## src/rtl/pmp_bank_pkg.sv

```systemverilog
// Package: constants and the decoded-access type shared by the PMP bank.
// Assumes a 32-bit CSR data path and the standard PMP CSR numbering.
package pmp_bank_pkg;
    localparam int XLEN            = 32;
    localparam int CSR_AW          = 12;
    localparam int CFG_W           = 8;
    localparam int ENTRIES_PER_CFG = XLEN / CFG_W;
    localparam int ARCH_ENTRIES    = 16;
    localparam int CFG_CSRS        = ARCH_ENTRIES / ENTRIES_PER_CFG;
    localparam int ADDR_KEEP       = 30;
    localparam int CFG_SEL_W       = $clog2(CFG_CSRS);
    localparam int ENT_SEL_W       = $clog2(ARCH_ENTRIES);
    localparam int LOCK_BIT        = 7;

    localparam logic [CSR_AW-1:0] CFG_BASE  = 12'h3A0;
    localparam logic [CSR_AW-1:0] ADDR_BASE = 12'h3B0;
    localparam logic [CFG_W-1:0]  CFG_LEGAL = 8'h9F;

    typedef struct packed {
        logic                 is_cfg;
        logic                 is_addr;
        logic [CFG_SEL_W-1:0] cfg_sel;
        logic [ENT_SEL_W-1:0] addr_sel;
    } csr_dec_t;
endpackage

```

## src/rtl/pmp_csr_decode.sv

```systemverilog
// Module: pmp_csr_decode
// Classifies a CSR number as a PMP config CSR, a PMP address CSR or neither,
// and gives the index within its range. Purely combinational.
module pmp_csr_decode
    import pmp_bank_pkg::*;
(
    input  logic [CSR_AW-1:0] addr_i,
    output csr_dec_t          dec_o
);
    logic [CSR_AW-1:0] cfg_off;
    logic [CSR_AW-1:0] adr_off;

    // Offsets of the access from the base of each range.
    always_comb begin
        cfg_off = addr_i - CFG_BASE;
        adr_off = addr_i - ADDR_BASE;
    end

    // Range checks and index extraction.
    always_comb begin
        dec_o          = '0;
        dec_o.is_cfg   = (addr_i >= CFG_BASE) && (cfg_off < CSR_AW'(CFG_CSRS));
        dec_o.is_addr  = (addr_i >= ADDR_BASE) && (adr_off < CSR_AW'(ARCH_ENTRIES));
        dec_o.cfg_sel  = cfg_off[CFG_SEL_W-1:0];
        dec_o.addr_sel = adr_off[ENT_SEL_W-1:0];
    end
endmodule

```

## src/rtl/pmp_entry_reg.sv

```systemverilog
// Module: pmp_entry_reg
// Storage for one implemented PMP entry: a masked config byte and a 30-bit
// address word. Assumes the parent selects this entry's byte of the write
// data. Once the lock bit is set, only reset changes the entry.
module pmp_entry_reg
    import pmp_bank_pkg::*;
#(
    parameter int IDX = 0
) (
    input  logic                 clk,
    input  logic                 rst_n,
    input  logic                 wr_en_i,
    input  csr_dec_t             dec_i,
    input  logic [CFG_W-1:0]     cfg_byte_i,
    input  logic [ADDR_KEEP-1:0] addr_word_i,
    output logic [CFG_W-1:0]     cfg_o,
    output logic [ADDR_KEEP-1:0] addr_o
);
    localparam logic [CFG_SEL_W-1:0] MY_CSR = CFG_SEL_W'(IDX / ENTRIES_PER_CFG);
    localparam logic [ENT_SEL_W-1:0] MY_ENT = ENT_SEL_W'(IDX);

    logic [CFG_W-1:0]     cfg_q;
    logic [ADDR_KEEP-1:0] addr_q;
    logic                 lock_q;
    logic                 hit_cfg;
    logic                 hit_adr;

    // Which of this entry's registers the current access targets.
    always_comb begin
        lock_q  = cfg_q[LOCK_BIT];
        hit_cfg = wr_en_i && dec_i.is_cfg  && (dec_i.cfg_sel  == MY_CSR);
        hit_adr = wr_en_i && dec_i.is_addr && (dec_i.addr_sel == MY_ENT);
    end

    // Register update: reset clears, a lock freezes, otherwise masked writes.
    always_ff @(posedge clk) begin
        if (!rst_n) begin
            cfg_q  <= '0;
            addr_q <= '0;
        end else if (!lock_q) begin
            if (hit_cfg) cfg_q  <= cfg_byte_i & CFG_LEGAL;
            if (hit_adr) addr_q <= addr_word_i;
        end
    end

    assign cfg_o  = cfg_q;
    assign addr_o = addr_q;


    lock_hold_chk: assert property (@(posedge clk) disable iff (!rst_n)
        (lock_q && rst_n) |=> ($stable(cfg_q) && $stable(addr_q)));


    addr_store_chk: assert property (@(posedge clk) disable iff (!rst_n)
        (hit_adr && !lock_q) |=> (addr_o == $past(addr_word_i)));


    cfg_store_chk: assert property (@(posedge clk) disable iff (!rst_n)
        (hit_cfg && !lock_q) |=> (cfg_o == ($past(cfg_byte_i) & 8'h9F)));
endmodule

```

## src/rtl/pmp_read_mux.sv

```systemverilog
// Module: pmp_read_mux
// Builds combinational read data for the addressed PMP CSR from the stored
// entries. Bytes and words of unimplemented entries read as zero.
module pmp_read_mux
    import pmp_bank_pkg::*;
#(
    parameter int NUM_IMPL = 4
) (
    input  csr_dec_t                      dec_i,
    input  logic [NUM_IMPL*CFG_W-1:0]     cfg_all_i,
    input  logic [NUM_IMPL*ADDR_KEEP-1:0] addr_all_i,
    output logic [XLEN-1:0]               rdata_o,
    output logic                          hit_o
);
    // Select the config lanes or the address word the access names.
    always_comb begin
        rdata_o = '0;
        if (dec_i.is_cfg) begin
            for (int e = 0; e < NUM_IMPL; e++) begin
                if (dec_i.cfg_sel == CFG_SEL_W'(e / ENTRIES_PER_CFG))
                    rdata_o[(e % ENTRIES_PER_CFG)*CFG_W +: CFG_W] = cfg_all_i[e*CFG_W +: CFG_W];
            end
        end else if (dec_i.is_addr) begin
            for (int e = 0; e < NUM_IMPL; e++) begin
                if (dec_i.addr_sel == ENT_SEL_W'(e))
                    rdata_o = {{(XLEN-ADDR_KEEP){1'b0}}, addr_all_i[e*ADDR_KEEP +: ADDR_KEEP]};
            end
        end
    end

    // Any PMP CSR counts as a hit, implemented or not.
    assign hit_o = dec_i.is_cfg | dec_i.is_addr;
endmodule

```

## src/rtl/pmp_cfg_bank.sv

```systemverilog
// Module: pmp_cfg_bank (top)
// PMP config and address CSR bank with NUM_IMPL implemented entries out of
// the sixteen the architecture names. Assumes one CSR access per cycle and
// a write strobe that is valid only with a stable address and data.
module pmp_cfg_bank
    import pmp_bank_pkg::*;
#(
    parameter int NUM_IMPL = 4
) (
    input  logic                  clk,
    input  logic                  rst_n,
    input  logic                  csr_wr_en,
    input  logic [11:0]           csr_addr,
    input  logic [31:0]           csr_wdata,
    output logic [31:0]           csr_rdata,
    output logic                  csr_hit,
    output logic [NUM_IMPL*8-1:0] entry_cfg,
    output logic [NUM_IMPL*32-1:0] entry_addr
);
    csr_dec_t                      dec;
    logic [NUM_IMPL*CFG_W-1:0]     cfg_all;
    logic [NUM_IMPL*ADDR_KEEP-1:0] addr_all;

    pmp_csr_decode u_dec (
        .addr_i (csr_addr),
        .dec_o  (dec)
    );

    for (genvar e = 0; e < NUM_IMPL; e++) begin : g_entry
        localparam int LANE = e % ENTRIES_PER_CFG;
        pmp_entry_reg #(.IDX(e)) u_ent (
            .clk         (clk),
            .rst_n       (rst_n),
            .wr_en_i     (csr_wr_en),
            .dec_i       (dec),
            .cfg_byte_i  (csr_wdata[LANE*CFG_W +: CFG_W]),
            .addr_word_i (csr_wdata[ADDR_KEEP-1:0]),
            .cfg_o       (cfg_all[e*CFG_W +: CFG_W]),
            .addr_o      (addr_all[e*ADDR_KEEP +: ADDR_KEEP])
        );
        // Export the entry, address zero-extended to the CSR width.
        assign entry_cfg[e*8 +: 8]   = cfg_all[e*CFG_W +: CFG_W];
        assign entry_addr[e*32 +: 32] = {{(XLEN-ADDR_KEEP){1'b0}}, addr_all[e*ADDR_KEEP +: ADDR_KEEP]};
    end

    pmp_read_mux #(.NUM_IMPL(NUM_IMPL)) u_rd (
        .dec_i      (dec),
        .cfg_all_i  (cfg_all),
        .addr_all_i (addr_all),
        .rdata_o    (csr_rdata),
        .hit_o      (csr_hit)
    );


    miss_zero_chk: assert property (@(posedge clk) disable iff (!rst_n)
        !csr_hit |-> (csr_rdata == 32'h0));


    rsvd_zero_chk: assert property (@(posedge clk) disable iff (!rst_n)
        (csr_hit && (csr_addr < 12'h3B0)) |-> ((csr_rdata & 32'h6060_6060) == 32'h0));


    addr_top_zero_chk: assert property (@(posedge clk) disable iff (!rst_n)
        (csr_hit && (csr_addr >= 12'h3B0)) |-> (csr_rdata[31:30] == 2'b00));
endmodule

```

## config.mk

```make
export PLATFORM = sky130hd
export DESIGN_NAME = pmp_cfg_bank
export DESIGN_NICKNAME = d
export VERILOG_FILES = /design/src/rtl/pmp_bank_pkg.sv /design/src/rtl/pmp_csr_decode.sv /design/src/rtl/pmp_entry_reg.sv /design/src/rtl/pmp_read_mux.sv /design/src/rtl/pmp_cfg_bank.sv
export SDC_FILE = /design/constraint.sdc
export NUM_CORES = 1
export LEC_CHECK = 0
export ABC_CLOCK_PERIOD_IN_PS = 5900
export BUFFER_PORTS_ARGS = -buffer_cell sky130_fd_sc_hd__buf_2
export CAP_MARGIN = 20
export CORE_ASPECT_RATIO = 1.1
export CORE_MARGIN = 2
export CORE_UTILIZATION = 35
export CTS_BUF_LIST = sky130_fd_sc_hd__clkbuf_8 sky130_fd_sc_hd__clkbuf_16
export CTS_CLUSTER_SIZE = 12
export DETAILED_ROUTE_END_ITERATION = 10
export MAX_ROUTING_LAYER = met4
export PLACE_DENSITY = 0.58
export RECOVER_POWER = 100
export SLEW_MARGIN = 10
export SYNTH_ARGS = -nofsm -noshare
export SYNTH_HDL_FRONTEND = slang
export SYNTH_SLANG_ARGS = --single-unit
export TNS_END_PERCENT = 30
```

## constraint.sdc

```tcl
create_clock -name clk -period 5.9 [get_ports clk]
set_input_delay 1.475 -clock clk [delete_from_list [all_inputs] [get_ports clk]]
set_output_delay 1.475 -clock clk [all_outputs]
set_load 0.02 [all_outputs]
```

==> flow_metrics.tcl, run 1 <==
set metrics [dict create \
    synth.cell_area_sq_um 7440 \
    dpl.hpwl_mm 17.3 \
    dr_total_vias 7353 \
    cts_tree "done" \
    routed_via_density 5.62 \
    die_y_um 157 \
    grt_max_degree 86 \
    tightestPinTransition_ns 1.91 \
    hold_class "reg -> reg" \
    ir_drop_mv 0.189 \
    max_stage_delay_ns 1.51 \
    end_kind "output port" \
    syn_inst 849 \
    layout_commonest_cell "clkbuf_1" \
    finalHoldViolCount 0 \
    crit_required_ns 4.43 \
    nNetsFinal 1059 \
    row_count 55 \
    first_iter_violations 582 \
    fin_setup_tns_ns 0 \
    yosys_warnings 0 \
    die_area_sq_um 22500 \
    syn_area_per_cell_sq_um 8.77 \
    clock_skew_ns 0.00854 \
    grt_pass1_vias 7027 \
    die_w_um 143 \
    ant_nets 0 \
    overflow 0 \
    drc_errors 0 \
    leakagePower_nw 3.11 \
    clk-insertion-delay-late_ns 0.43 \
    min_path_cells 2 \
    critPathSlowestCell "nor3b_1" \
    setup_viol_count_final 0 \
    totalWireLength_mm 27.1 \
    initial_core_util_pct 35.9 \
    final_cell_mix "clkbuf_1 (178), dfxtp_1 (144), nand3_1 (122)" \
    r2r_slack_ns 2.97 \
    layout-drive-gt1-share_pct 14.8 \
    cts_resized 0 \
    grt_pass1_wl_mm 41.6 \
    synth_cell_types 43 \
    status "finished, violations left" \
    cp_data_arrival_time_ns 3.99 \
    critPathMaxFanout 13 \
    cts_buffer_depth 2 \
    pre_cts_ws_ns 0.879 \
    timing.max_cap.violations 5 \
    gp_congestion 0.768 \
    diodes 0 \
    ys_seq_area_share_pct 38.7 \
    cts_hold_buf 0 \
    antenna_found_initial 0 \
    avgRoutedWirePerCell_um 20.7 \
    ys_seq_elements 144 \
    syn2layout_area_growth_pct 21.1 \
    dr.pass1.iters 5 \
    slew_headroom_pct -27.6 \
    drv_slew 164 \
    hold_ws_ns 0.475 \
    io_buffers 221 \
    track_usage_pct 24.5 \
    min_period_ns 5.47 \
    htree_levels 4 \
    reg2reg_depth 4 \
    setup_slack_ns 0.434 \
    path_class "in -> out" \
    power_density_nw_per_um2 262 \
    clk_pin_slew_ns 0.06 \
    clk_root_buffer_cell "clkbuf_16" \
    cts_setup_buffers 0 \
    cts_buffers 17 \
    core_sq_um 20700 \
    fmax_ghz 0.183 \
    clock_sinks 144 \
    violations "max-capacitance violations, max-slew violations" \
    ios 240 \
    rsz0062_at_grt "false" \
    finalCritPeriodShare_pct 92.6 \
    crit_chain "buf_2 -> buf_4 -> nor3b_1 -> a211oi_1 -> clkbuf_1" \
    worstSetupStartpointType "input pin" \
]
stage by stage:
step                utilization (%)  instances  total power (W)  area [sq um]
floorplan                         -        865          0.00109          7500
global placement               41.7       1276          0.00114          8630
detailed placement             41.7       1276          0.00114          8630
CTS                            44.9       1308          0.00238          9300
global route                   43.5       1308          0.00243          9010
finish                         43.5       1308          0.00236          9010
sequential cells by signal (all words and copies together), names as in the netlist:
name / flops
g_entry.u_ent.addr_o: 120
g_entry.u_ent.cfg_o: 24
critical path, delay by kind of cell:
kind            cells  cell delay (ns)
compound gates      1             0.19
simple gates        1             1.51
buf+inv             3             0.79
cell type report:
type                            count  area (sq um)
Sequential cell                   144          2880
Clock buffer                       18           439
Multi-Input combinational cell    605          4060
Inverter                            2          7.51
Tap cell                          285           357
Clock inverter                     14           236
Timing Repair Buffer              240          1030
Fill cell                        2156         11700
final timing paths:
| kind | startpoint | end |
|---|---|---|
| max | csr_addr[1] | csr_rdata[13] |
| min reg2reg | g_entry[2].u_ent.cfg_o[0]$_SDFFE_PN0P_ | g_entry[2].u_ent.cfg_o[0]$_SDFFE_PN0P_ |
| max reg2reg | g_entry[3].u_ent.cfg_o[7]$_SDFF_PN0_ | g_entry[3].u_ent.addr_o[5]$_SDFFE_PN0P_ |
| min | g_entry[2].u_ent.cfg_o[0]$_SDFFE_PN0P_ | g_entry[2].u_ent.cfg_o[0]$_SDFFE_PN0P_ |
kinds of logic after synthesis:
family	Yosys count	synth area share, %
and+or+nand+nor	189	13.9
muxes	60	9.03
DFF	144	38.7
AOI/OAI and AO/OA	337	30.6
other	1	0.0504
adders and majority gates	2	0.336
buffers and inverters	116	7.33
report_power, final:
part	leakage [nW]	switching (W)	internal, W	total [W]
combinational	1.63	0.000102	0.0000432	0.000145
sequential	1.16	0.0000000861	0.000972	0.000972
clock	0.326	0.000442	0.000804	0.00125
routing by layer:
metal / share of wire (%) / wire length [um] / track usage (%) / up-vias
li1: - / - / - / 3451
met1: 45 / 12300 / 32.0 / 3604
met2: 47 / 12900 / 39.0 / 265
met3: 5.3 / 1440 / 3.68 / 33
met4: 1.9 / 527 / 8.20 / 0
met5: 0 / 0 / - / -
synthesized netlist by cell type, drive strengths merged:
library cell / n / area [sq um]
a31oi: 15 / 93.8
nor3b: 3 / 38.8
a32o: 1 / 10.0
a21boi: 120 / 901
mux2: 47 / 529
nand2: 28 / 105
buf: 50 / 295
and2b: 1 / 7.51
o2111ai: 2 / 35.0
mux4: 1 / 22.5
nand2b: 1 / 6.26
a211oi: 12 / 90.1
and3b: 2 / 17.5
clkbuf: 64 / 243
and4bb: 1 / 12.5
o2bb2ai: 22 / 193
nor3: 1 / 5.00
and3: 1 / 6.26
o22ai: 23 / 144
o2111a: 1 / 12.5
dfxtp: 144 / 2880
inv: 2 / 7.51
nor2b: 15 / 93.8
o21ai: 121 / 606
a32oi: 1 / 8.76
nand4: 4 / 25.0
a41o: 15 / 150
a41oi: 4 / 35.0
mux2i: 12 / 120
ha: 2 / 25.0
conb: 1 / 3.75
and4: 4 / 35.0
nor2: 4 / 25.0
nand3: 122 / 611
nor4b: 2 / 47.6
Power figures use the tool's default switching activity.
==> inputs of run 2 (changes only) <==
--- a/config.mk
+++ b/config.mk
@@ -8,6 +8,8 @@
 export ABC_CLOCK_PERIOD_IN_PS = 5900
 export BUFFER_PORTS_ARGS = -buffer_cell sky130_fd_sc_hd__buf_2
 export CAP_MARGIN = 20
+export CELL_PAD_IN_SITES_DETAIL_PLACEMENT = 1
+export CELL_PAD_IN_SITES_GLOBAL_PLACEMENT = 1
 export CORE_ASPECT_RATIO = 1.1
 export CORE_MARGIN = 2
 export CORE_UTILIZATION = 35
@@ -15,9 +17,8 @@
 export CTS_CLUSTER_SIZE = 12
 export DETAILED_ROUTE_END_ITERATION = 10
 export MAX_ROUTING_LAYER = met4
-export PLACE_DENSITY = 0.58
+export PLACE_DENSITY = 0.75
 export RECOVER_POWER = 100
-export SLEW_MARGIN = 10
 export SYNTH_ARGS = -nofsm -noshare
 export SYNTH_HDL_FRONTEND = slang
 export SYNTH_SLANG_ARGS = --single-unit
==> run 2 against run 1 <==
- the flow still finishes with violations (max-capacitance violations, max-slew violations)
- register-to-register slack got worse by 0.07 ns
- sequential power barely moved
- global-route usage rose by 1.1 points
- cell count fell by 0.15%
- clock skew rose by 0.0026 ns
- utilization fell by 0.30 points
- sequential share of layout area rose by 0.22 points
- critical path type unchanged
- critical endpoint is now csr_rdata[14]
==> flow_metrics.tcl, run 2 (same netlist as run 1, synthesis figures left out) <==
set metrics [dict create \
    power_density_nw_per_um2 252 \
    rsz0062_at_grt "false" \
    clk_pin_slew_ns 0.06 \
    gp_congestion 0.765 \
    grt_use_met1_pct 33.4 \
    layout-drive-gt1-share_pct 14.6 \
    cp_data_arrival_time_ns 3.79 \
    ir_drop_mv 0.177 \
    path_class "in -> out" \
    finalHoldViolCount 0 \
    setup_slack_ns 0.631 \
    nNetsFinal 1056 \
    clock_sinks 144 \
    io_buffers 221 \
    syn2layout_area_growth_pct 20.2 \
    dpl.hpwl_mm 18.1 \
    crit_required_ns 4.43 \
    pre_cts_ws_ns 1.06 \
    largest_reg_flops 120 \
    avgRoutedWirePerCell_um 21.9 \
    hold_ws_ns 0.484 \
    cts_resized 0 \
    die_w_um 143 \
    overflow 0 \
    fin_setup_tns_ns 0 \
    grt_pass1_wl_mm 43.3 \
    cts_buffer_depth 2 \
    slew_headroom_pct -32.7 \
    routed_via_density 5.74 \
    cts_hold_buf 0 \
    regArea_sq_um 2880 \
    die_area_sq_um 22500 \
    first_iter_violations 528 \
    multi_input_comb_area_sq_um 4070 \
    clk-insertion-delay-late_ns 0.43 \
    ios 240 \
    path_buf_inv 2 \
    nFillCells 2541 \
    final_cell_mix "clkbuf_1 (177), dfxtp_1 (144), nand3_1 (121)" \
    fin_util_pct 43.2 \
    ant_nets 0 \
    status "finished, violations left" \
    grt_util_met3_pct 3.41 \
    finalCritPeriodShare_pct 89.3 \
    htree_levels 4 \
    end_kind "output port" \
    track_usage_pct 25.7 \
    layout_commonest_cell "clkbuf_1" \
    cts_buffers 17 \
    setup_viol_count_final 0 \
    leakagePower_nw 3.05 \
    dr_total_vias 7492 \
    worstSetupStartpointType "input pin" \
    totalWireLength_mm 28.6 \
    die_y_um 157 \
    tightestPinTransition_ns 1.99 \
    grt_pass1_vias 7312 \
    critPathSlowestCell "nor3b_1" \
    clk_root_buffer_cell "clkbuf_16" \
    cts_tree "done" \
    gr-usage-met2_pct 42.2 \
    drv_slew 197 \
    dr.pass1.iters 4 \
    violations "max-capacitance violations, max-slew violations" \
    initial_core_util_pct 35.9 \
    clock_skew_ns 0.0112 \
    grt_max_degree 89 \
    cpLargestDelayFamily "simple AND/OR/NAND/NOR gates" \
    fmax_ghz 0.190 \
    core_sq_um 20700 \
    drc_errors 0 \
    min_period_ns 5.27 \
    busiest_layer "met2" \
    antenna_found_initial 1 \
    cts_setup_buffers 0 \
    total_power_w 0.00226 \
    crit_chain "buf_2 -> nor3b_1 -> a211oi_1 -> clkbuf_1" \
    max_stage_delay_ns 1.58 \
    timing.max_cap.violations 6 \
    critPathMaxFanout 11 \
    row_count 55 \
    hold_class "reg -> reg" \
]
## run 2: cell types whose count changed in the layout (fill, tap and decap cells not counted), moves of 3 or more
cell        change
bufinv_16       -3
a21boi_0        +3
inv_6           +3
clkinvlp_4      +4
a21boi_1        -3
## run 2: routing by layer
metal / routed length, um / vias up
met5: 0 / -
met4: 366 / 0
met3: 1220 / 22
met2: 14000 / 207
met1: 13000 / 3823
li1: - / 3440
## run 2: through the flow
step	std cells	cell area, sq um
floorplan	865	7500
global placement	1273	8620
detailed placement	1273	8620
CTS	1305	9230
global route	1306	8950
finish	1306	8950
## run 2: where the power goes
group	switching [W]	total (W)	leakage [nW]	internal (W)
logic	0.000104	0.000147	1.61	0.0000429
clock network	0.000466	0.00114	0.279	0.000670
registers	0.0000000890	0.000972	1.16	0.000972
total	0.000570	0.00226	3.05	0.00168
## run 2: worst paths after layout
kind | startpoint | end | slack, ns | depth (start not counted)
min | g_entry[2].u_ent.cfg_o[0]$_SDFFE_PN0P_ | g_entry[2].u_ent.cfg_o[0]$_SDFFE_PN0P_ | 0.48 | 2
max reg2reg | g_entry[0].u_ent.cfg_o[7]$_SDFF_PN0_ | g_entry[0].u_ent.addr_o[13]$_SDFFE_PN0P_ | 2.90 | 5
min reg2reg | g_entry[2].u_ent.cfg_o[0]$_SDFFE_PN0P_ | g_entry[2].u_ent.cfg_o[0]$_SDFFE_PN0P_ | 0.48 | 2
max | csr_addr[1] | csr_rdata[14] | 0.63 | 4
## run 2: cell type report
cell class                 instances  area share, %
multi-input combinational        605           45.4
sequential                       144           32.2
timing repair buffer             237           11.4
clock buffer                      17           4.75
tap                              285           3.98
clock inverter                    15           2.06
inverter                           2         0.0839
antenna                            1         0.0280
## run 2: worst min-delay path, cell delays in order, from the launching register on
cell and delay [ns]:
dfxtp_1 0.32, nand2_1 0.06, mux2i_1 0.05
